==> src/rtl/tcc_pkg.sv <==
package tcc_pkg;
  localparam int CNT_W_DEF    = 16;
  localparam int SYNC_DEPTH   = 2;
  // external line index: 0 pin A, 1 pin B, 2..4 auxiliary lines
  localparam int EXT_LINES    = 5;
  localparam int LINE_A       = 0;
  localparam int LINE_B       = 1;
  localparam int LINE_XC0     = 2;

  typedef enum logic [1:0] {
    EDGE_RISE  = 2'b00,
    EDGE_FALL  = 2'b01,
    EDGE_BOTH  = 2'b10,
    EDGE_BOTHX = 2'b11
  } edge_sel_e;
endpackage

==> src/rtl/tcc_edge_sync.sv <==
module tcc_edge_sync #(
  parameter int N      = 5,
  parameter int STAGES = 2
) (
  input  logic         clk,
  input  logic         rst_n,
  input  logic [N-1:0] async_in,
  output logic [N-1:0] rise,
  output logic [N-1:0] fall
);
  localparam int LAST = STAGES - 1;

  logic [N-1:0] stg [STAGES];
  logic [N-1:0] prev;

  always_ff @(posedge clk or negedge rst_n) begin
    if (!rst_n) begin
      for (int i = 0; i < STAGES; i++) stg[i] <= '0;
      prev <= '0;
    end else begin
      stg[0] <= async_in;
      for (int i = 1; i < STAGES; i++) stg[i] <= stg[i-1];
      prev <= stg[LAST];
    end
  end

  assign rise = stg[LAST] & ~prev;
  assign fall = ~stg[LAST] & prev;
endmodule

==> src/rtl/tcc_trig_merge.sv <==
module tcc_trig_merge
  import tcc_pkg::*;
#(
  parameter int N = EXT_LINES
) (
  input  logic         clk,
  input  logic         rst_n,
  input  logic         mode_wave,
  input  logic         etrig_en,
  input  logic [1:0]   etrig_sel,
  input  logic [1:0]   etrig_edge,
  input  logic [N-1:0] rise,
  input  logic [N-1:0] fall,
  input  logic         sw_trig,
  input  logic         sync_trig,
  input  logic         rc_hit,
  input  logic         cnt_tick,
  output logic         trig_apply
);
  logic [N-1:0] line_evt;
  logic [2:0]   src_idx;
  logic         ext_evt;
  logic         trig_now;
  logic         pend_q;

  for (genvar g = 0; g < N; g++) begin : g_edge
    always_comb begin
      unique case (edge_sel_e'(etrig_edge))
        EDGE_RISE: line_evt[g] = rise[g];
        EDGE_FALL: line_evt[g] = fall[g];
        default:   line_evt[g] = rise[g] | fall[g];
      endcase
    end
  end

  always_comb begin
    if (!mode_wave)
      src_idx = etrig_sel[0] ? 3'(LINE_B) : 3'(LINE_A);
    else if (etrig_sel == 2'd0)
      src_idx = 3'(LINE_B);
    else
      src_idx = 3'(LINE_XC0) + 3'(etrig_sel) - 3'd1;
  end

  assign ext_evt    = etrig_en & line_evt[src_idx];
  assign trig_now   = sw_trig | sync_trig | rc_hit | ext_evt;
  assign trig_apply = cnt_tick & (pend_q | trig_now);

  always_ff @(posedge clk or negedge rst_n) begin
    if (!rst_n)        pend_q <= 1'b0;
    else if (cnt_tick) pend_q <= 1'b0;
    else if (trig_now) pend_q <= 1'b1;
  end
endmodule

==> src/rtl/tcc_counter.sv <==
module tcc_counter #(
  parameter int CNT_W = 16
) (
  input  logic             clk,
  input  logic             rst_n,
  input  logic             cnt_tick,
  input  logic             clk_en_cmd,
  input  logic             clk_dis_cmd,
  input  logic             trig_apply,
  input  logic             rc_trig_en,
  input  logic [CNT_W-1:0] rc_val,
  output logic [CNT_W-1:0] cnt_q,
  output logic             sta_q,
  output logic             rc_hit
);
  always_ff @(posedge clk or negedge rst_n) begin
    if (!rst_n)                          sta_q <= 1'b0;
    else if (clk_dis_cmd)                sta_q <= 1'b0;
    else if (clk_en_cmd || trig_apply)   sta_q <= 1'b1;
  end

  always_ff @(posedge clk or negedge rst_n) begin
    if (!rst_n)                   cnt_q <= '0;
    else if (trig_apply)          cnt_q <= '0;
    else if (cnt_tick && sta_q)   cnt_q <= cnt_q + 1'b1;
  end

  assign rc_hit = rc_trig_en && (cnt_q == rc_val);
endmodule

==> src/rtl/tmr_chan_trig.sv <==
module tmr_chan_trig
  import tcc_pkg::*;
#(
  parameter int CNT_W = CNT_W_DEF
) (
  input  logic             clk,
  input  logic             rst_n,
  input  logic             mode_wave,
  input  logic             etrig_en,
  input  logic [1:0]       etrig_sel,
  input  logic [1:0]       etrig_edge,
  input  logic             rc_trig_en,
  input  logic [CNT_W-1:0] rc_val,
  input  logic             cmd_clk_en,
  input  logic             cmd_clk_dis,
  input  logic             cmd_sw_trig,
  input  logic             sync_in,
  input  logic             cnt_tick,
  input  logic             pin_a_in,
  input  logic             pin_b_in,
  input  logic [2:0]       xc_in,
  output logic [CNT_W-1:0] cnt_val,
  output logic             clk_sta,
  output logic             pin_a_out_en,
  output logic             pin_b_out_en
);
  logic [EXT_LINES-1:0] ext_raw, ext_rise, ext_fall;
  logic                 trig_apply, rc_hit;

  assign ext_raw = {xc_in, pin_b_in, pin_a_in};

  tcc_edge_sync #(.N(EXT_LINES), .STAGES(SYNC_DEPTH)) u_sync (
    .clk(clk), .rst_n(rst_n), .async_in(ext_raw),
    .rise(ext_rise), .fall(ext_fall)
  );

  tcc_trig_merge #(.N(EXT_LINES)) u_merge (
    .clk(clk), .rst_n(rst_n), .mode_wave(mode_wave), .etrig_en(etrig_en),
    .etrig_sel(etrig_sel), .etrig_edge(etrig_edge),
    .rise(ext_rise), .fall(ext_fall),
    .sw_trig(cmd_sw_trig), .sync_trig(sync_in), .rc_hit(rc_hit),
    .cnt_tick(cnt_tick), .trig_apply(trig_apply)
  );

  tcc_counter #(.CNT_W(CNT_W)) u_cnt (
    .clk(clk), .rst_n(rst_n), .cnt_tick(cnt_tick),
    .clk_en_cmd(cmd_clk_en), .clk_dis_cmd(cmd_clk_dis),
    .trig_apply(trig_apply), .rc_trig_en(rc_trig_en), .rc_val(rc_val),
    .cnt_q(cnt_val), .sta_q(clk_sta), .rc_hit(rc_hit)
  );

  assign pin_a_out_en = mode_wave;
  assign pin_b_out_en = mode_wave && (etrig_sel != 2'd0);
endmodule

==> config.mk <==
export PLATFORM = sky130hd
export DESIGN_NAME = tmr_chan_trig
export DESIGN_NICKNAME = d
export VERILOG_FILES = /design/src/rtl/tcc_pkg.sv /design/src/rtl/tcc_edge_sync.sv /design/src/rtl/tcc_trig_merge.sv /design/src/rtl/tcc_counter.sv /design/src/rtl/tmr_chan_trig.sv
export SDC_FILE = /design/constraint.sdc
export NUM_CORES = 1
export LEC_CHECK = 0
export BUFFER_PORTS_ARGS = -buffer_cell sky130_fd_sc_hd__buf_2
export CELL_PAD_IN_SITES_DETAIL_PLACEMENT = 0
export CELL_PAD_IN_SITES_GLOBAL_PLACEMENT = 1
export CORE_ASPECT_RATIO = 1.25
export CORE_MARGIN = 3
export CORE_UTILIZATION = 40
export CTS_BUF_LIST = sky130_fd_sc_hd__clkbuf_8
export CTS_CLUSTER_DIAMETER = 120
export DETAILED_ROUTE_END_ITERATION = 10
export GPL_TIMING_DRIVEN = 0
export MAX_ROUTING_LAYER = met4
export PLACE_DENSITY = 0.79
export SETUP_SLACK_MARGIN = 0.5
export SYNTH_ARGS = -nofsm -noshare
export SYNTH_HDL_FRONTEND = slang
export SYNTH_HIERARCHICAL = 1
export SYNTH_SLANG_ARGS = --single-unit
==> constraint.sdc <==
create_clock -name clk -period 3.16 [get_ports clk]
set_input_delay 0.158 -clock clk [delete_from_list [all_inputs] [get_ports clk]]
set_output_delay 0.158 -clock clk [all_outputs]
set_load 0.005 [all_outputs]
* Word-level counts from Yosys, hierarchy flattened
Index checks and enable logic that the tools add are counted.
Storage, ports and cells: bits in registers 33
Cells by class: bitwise operators 15, $lt $le $gt $ge 1, mux-type cells 16, reduce and logical (&&, ||, !) cells 10, add/subtract/negate cells 3, eq/ne operators 2
Operators with widths (number):
- two-way mux 16 bit | 2
- adder 16 x 1 -> 16 bit, second input constant | 1
- equality test 16 bit | 1
- bitwise AND 5 bit | 2
- inverter 5 bit | 2
- case mux 1 bit (2 select lines) | 5
- OR 1 bit | 9
- nonzero test 2 bit | 4
- two-way mux 1 bit | 6
- two-way mux 3 bit | 2
- logical NOT 2 bit | 2
- less-than comparator 3 x 4 -> 1 bit, second input constant | 1
- adder 2 x 2 -> 3 bit, first input constant | 1
- binary-select mux 1 bit (select 3 bit) | 1
- logical AND 1 bit | 3
- subtractor 3 x 1 -> 3 bit, second input constant | 1
- bitwise AND 1 bit | 2
- equality test 2 x 1 -> 1 bit, second input constant | 1
- logical OR 1 bit | 1

* Depth between registers and ports, before layout
depth after elaboration 13, mapped depth 11, mapped depth without buffers 10

* Cells and area by module
Netlist, hierarchy kept.
By module, submodules not included:
- tcc_counter | sequential area each 425.4 sq um, cells an instance 109, area each 1007.2 sq um, times used 1
- tcc_edge_sync | sequential area each 375.4 sq um, cells an instance 25, area each 462.9 sq um, times used 1
- tcc_trig_merge | sequential area each 25.0 sq um, cells an instance 30, area each 304.0 sq um, times used 1
- tmr_chan_trig | sequential area each 0.0 sq um, cells an instance 2, area each 15.0 sq um, times used 1

* Worst setup path after synthesis
OpenSTA, ideal clock, no wires.
path type flip-flop to flip-flop, start reg u_cnt.cnt_q[0], end reg u_cnt.cnt_q[0], setup slack 0.431 ns, buffers on the path 2, setup time 0.132 ns, stages on the path, launching flop included 12, arrival 2.597 ns, cell sequence dfrtp_1 xor2_1 nor4_1 nand4_1 nor4_1 nor4_4 nor2b_1 a41o_1 nor4b_2 clkbuf_1 clkbuf_1 nor2_1
On the way: cells in the longest elaborated chain, start to end 7, elaborated cells on any way between the ends 10, those cells by class add/sub: 1; eq/ne: 1; mux: 2; bitwise: 4; reduce/logical: 2
RTL lines:
- from (decl) | RTL line tcc_counter.sv:12 | output logic [CNT_W-1:0] cnt_q,
- from (signal assigned) | RTL line tcc_counter.sv:25 | else if (cnt_tick && sta_q) cnt_q <= cnt_q + 1'b1;
- equality test 16 bit * | RTL line tcc_counter.sv:28 | assign rc_hit = rc_trig_en && (cnt_q == rc_val);
- logical AND 1 bit * | RTL line tcc_counter.sv:28
- via rc_hit | RTL line tmr_chan_trig.sv:28 | logic trig_apply, rc_hit;
- OR 1 bit * (2 in a row) | RTL line tcc_trig_merge.sv:46 | assign trig_now = sw_trig | sync_trig | rc_hit | ext_evt;
- OR 1 bit * | RTL line tcc_trig_merge.sv:47 | assign trig_apply = cnt_tick & (pend_q | trig_now);
- bitwise AND 1 bit * | RTL line tcc_trig_merge.sv:47
- via trig_apply | RTL line tmr_chan_trig.sv:28
- two-way mux 16 bit or nonzero test 2 bit (tied branches)
The timed path passes the listed nets; every way through them passes the cells marked *. The select of a mux whose other input is x is not followed. A chain may end at the register's enable or synchronous reset.

* Worst setup path in the final report
start reg u_cnt.cnt_q[5], end reg u_cnt.sta_q
On the way: cells in the longest elaborated chain, start to end 8
RTL lines:
- equality test 16 bit | RTL line tcc_counter.sv:28
- logical AND 1 bit | RTL line tcc_counter.sv:28
- via rc_hit | RTL line tmr_chan_trig.sv:28
- OR 1 bit (2 in a row) | RTL line tcc_trig_merge.sv:46
- OR 1 bit | RTL line tcc_trig_merge.sv:47
- bitwise AND 1 bit | RTL line tcc_trig_merge.sv:47
- via trig_apply | RTL line tmr_chan_trig.sv:28
- logical OR 1 bit | RTL line tcc_counter.sv:19 | else if (clk_en_cmd || trig_apply) sta_q <= 1'b1;
- nonzero test 2 bit (no line)
- to (signal assigned) | RTL line tcc_counter.sv:17 | if (!rst_n) sta_q <= 1'b0;
- to (signal assigned) | RTL line tcc_counter.sv:18 | else if (clk_dis_cmd) sta_q <= 1'b0;
- to (signal assigned) | RTL line tcc_counter.sv:19
- to (decl) | RTL line tcc_counter.sv:13 | output logic sta_q,
The timed path passes the listed nets, and every way through them passes these cells.

==> impl_metrics.ini <==
[status]
outcome = completed

[sta]
setup_viol = 0
fin_crit_sh = 0.839
period_needed_ps = 2650
worst_pin_slew_ps = 717
slew_headroom = 0.522
rsz0062_at_grt = yes
skew_ps = 6.10
final-max-slew-violation-count = 0
hold-worst-slack_ps = 18.3
hold_viol_final = 0
max_freq_ghz = 0.377

[power]
p_leak_uw = 0.00111
p_total_uw = 878
ir_drop_mv = 0.271
power_density_nw_per_um2 = 366

[clock_network]
clock-sinks = 33
cts_root_buf = clkbuf_8
numCtsBuffers = 5
clk-insertion-delay-late_ps = 280
htreeDepth = 2
clock_path_buffers = 2
cts_tree = built
clk_pin_slew_worst_paths_ps = 70

[worst_setup_path]
critPathKind = reg -> reg
crit_fanout = 3
path_common_cell = nor4_4
cp_data_required_time_ps = 3370
end_kind = register
worstPathArrival_ps = 2860
crit_path_top_delay_cell = dfrtp_2
path_cells = xor2_1 > nor4_4 > nand4_1 > nor4_4 > nor4_4 > nor2b_2 > a41o_1 > nor4b_2 > buf_4 > buf_6 > nor3_2 > nor2_1
slowest_delay_ps = 430
startpoint_type = register

[floorplan]
die_h_um = 80.8
start_util = 0.426
die-area_um2 = 5320
core_um2 = 4200
io-pin-count = 54
rows = 26
die_w_um = 65.8

[layout]
final_common_cell = buf_2
final_cell_mix = 52 x buf_2, 31 x dfrtp_1, 19 x xnor2_1
diodes = 0
syn_to_final_growth_pct = 34.1
nets = 276
drive_above_1_share = 0.417

[worst_hold_path]
min_path_type = in -> reg

[drt]
totalWireLength_mm = 4.07
avgViaCountPerCell = 4.96
routed_wire_length_per_instance_um = 13.7
drtIter0Drc = 56
ant_nets = 0
firstDrtPassIters = 4
dr_total_vias = 1469
drt_drc_violations_left = 0

[synthesis]
synth_fp_nets = 203
synth_area_um2 = 1790
syn_inst = 166
ys_ff_latch = 33
synth_ff_type = dfrtp_1
synth_edf_count = 0
yosysWarnings = 6
postSynth.asyncResetShare = 1.00
ys_seq_area_frac = 0.462
ys_types = 36
postSynthAreaPerCell_um2 = 10.8

[place]
io_buffers = 52
gp_congestion = 0.753
dpl.hpwl_mm = 2.95

[global_routing]
grt_pass1_vias = 1367
gr-total-overflow = 0
antenna_found_initial = 0
track_usage = 0.167
grt_max_degree = 34
grt_pass1_wl_mm = 6.50

[flow_run]
drv_cap = 0
## worst max-delay path: cells and delay by family (launching register included)
family                    cells  cell delay, ps
xor gates and xnor gates      1             190
AOI/OAI and AO/OA             1             230
and+or+nand+nor               8            1460
DFF                           1             430
buffers and inverters         2             290
## path summary, 6_finish.rpt
check | from | to | slack [ps] | cells past startpoint
worst max-delay path | u_cnt/cnt_q[5]$_DFFE_PN0P_ | u_cnt/sta_q$_DFFE_PN0P_ | 510 | 12
worst min-delay path | cmd_clk_dis | u_cnt/sta_q$_DFFE_PN0P_ | 20 | 2
worst max register to register | u_cnt/cnt_q[5]$_DFFE_PN0P_ | u_cnt/sta_q$_DFFE_PN0P_ | 510 | 12
worst min register to register | u_sync/stg[9]$_DFF_PN0_ | u_sync/stg[4]$_DFF_PN0_ | 350 | 0
max in group asynchronous | rst_n | u_cnt/cnt_q[0]$_DFFE_PN0P_ | 2190 | 2
min in group asynchronous | rst_n | u_sync/prev[4]$_DFF_PN0_ | 470 | 2
## state kept, by name, indices dropped and copies added, names as in the netlist
name            count
u_cnt/cnt_q        16
u_cnt/sta_q         1
u_merge/pend_q      1
u_sync/prev         5
u_sync/stg         10
## Yosys cell counts (5+ instances only)
| master | number | area, um^2 |
|---|---|---|
| nand4_1 | 6 | 37.5 |
| dfrtp_1 | 33 | 826 |
| nor2_1 | 14 | 52.6 |
| xor2_1 | 8 | 70.1 |
| and2b_2 | 10 | 87.6 |
| nand3_1 | 7 | 35.0 |
| nand2_1 | 8 | 30.0 |
| xnor2_1 | 19 | 166 |
| o21ai_0 | 6 | 30.0 |
| inv_1 | 6 | 22.5 |
| nor4_1 | 5 | 31.3 |
| a21oi_1 | 7 | 35.0 |
## layer usage
layer | GRT usage | vias up | wire length [um]
met5 | - | - | 0
met4 | 0.0747 | 0 | 86
met3 | 0.0332 | 8 | 192
met2 | 0.249 | 48 | 1940
met1 | 0.219 | 684 | 1840
li1 | - | 729 | -
## per-stage QoR
stage / util / cells / worst slack (ps) / setup TNS [ps] / instance area (um^2)
after floorplan: - / 166 / 513 / 0 / 1800
after global placement: 0.507 / 274 / -104 / -938 / 2130
after detailed placement: 0.507 / 274 / -103 / -950 / 2130
after CTS: 0.549 / 290 / 517 / 0 / 2300
after global routing: 0.572 / 296 / 385 / 0 / 2400
final: 0.572 / 296 / 508 / 0 / 2400
## where the power goes
part	switching [uW]	total, uW	internal [uW]
clock network	141	287	146
logic	66.7	140	73.7
registers	12.8	451	438
## final cells by class
| cell class | instances | area, um^2 |
|---|---|---|
| fill | 399 | 1800 |
| clock inverter | 3 | 11.3 |
| buffer | 5 | 42.5 |
| multi-input combinational | 122 | 972 |
| sequential | 33 | 828 |
| inverter | 6 | 22.5 |
| timing repair buffer | 66 | 384 |
| tap | 56 | 70.1 |
| clock buffer | 5 | 68.8 |
## logic make-up after synthesis
family	after synthesis	share of synthesized area
AND/OR/NAND/NOR	69	0.260
multiplexers	4	0.0280
XOR/XNOR	27	0.132
buffers and inverters	11	0.0294
flip-flops	33	0.462
adder cells (fa/ha/maj)	2	0.0140
AO/OA/AOI/OAI	20	0.0748
## repair_timing
action / CTS / global route
hold endpoints to repair: 38 / 0
pin swaps: 1 / 8
hold buffers: 6 / 0
endpoints found under the setup margin: 17 / 17
buffers inserted: 2 / 6
gates resized for setup: 7 / 13
(Power assumes the default switching activity.)
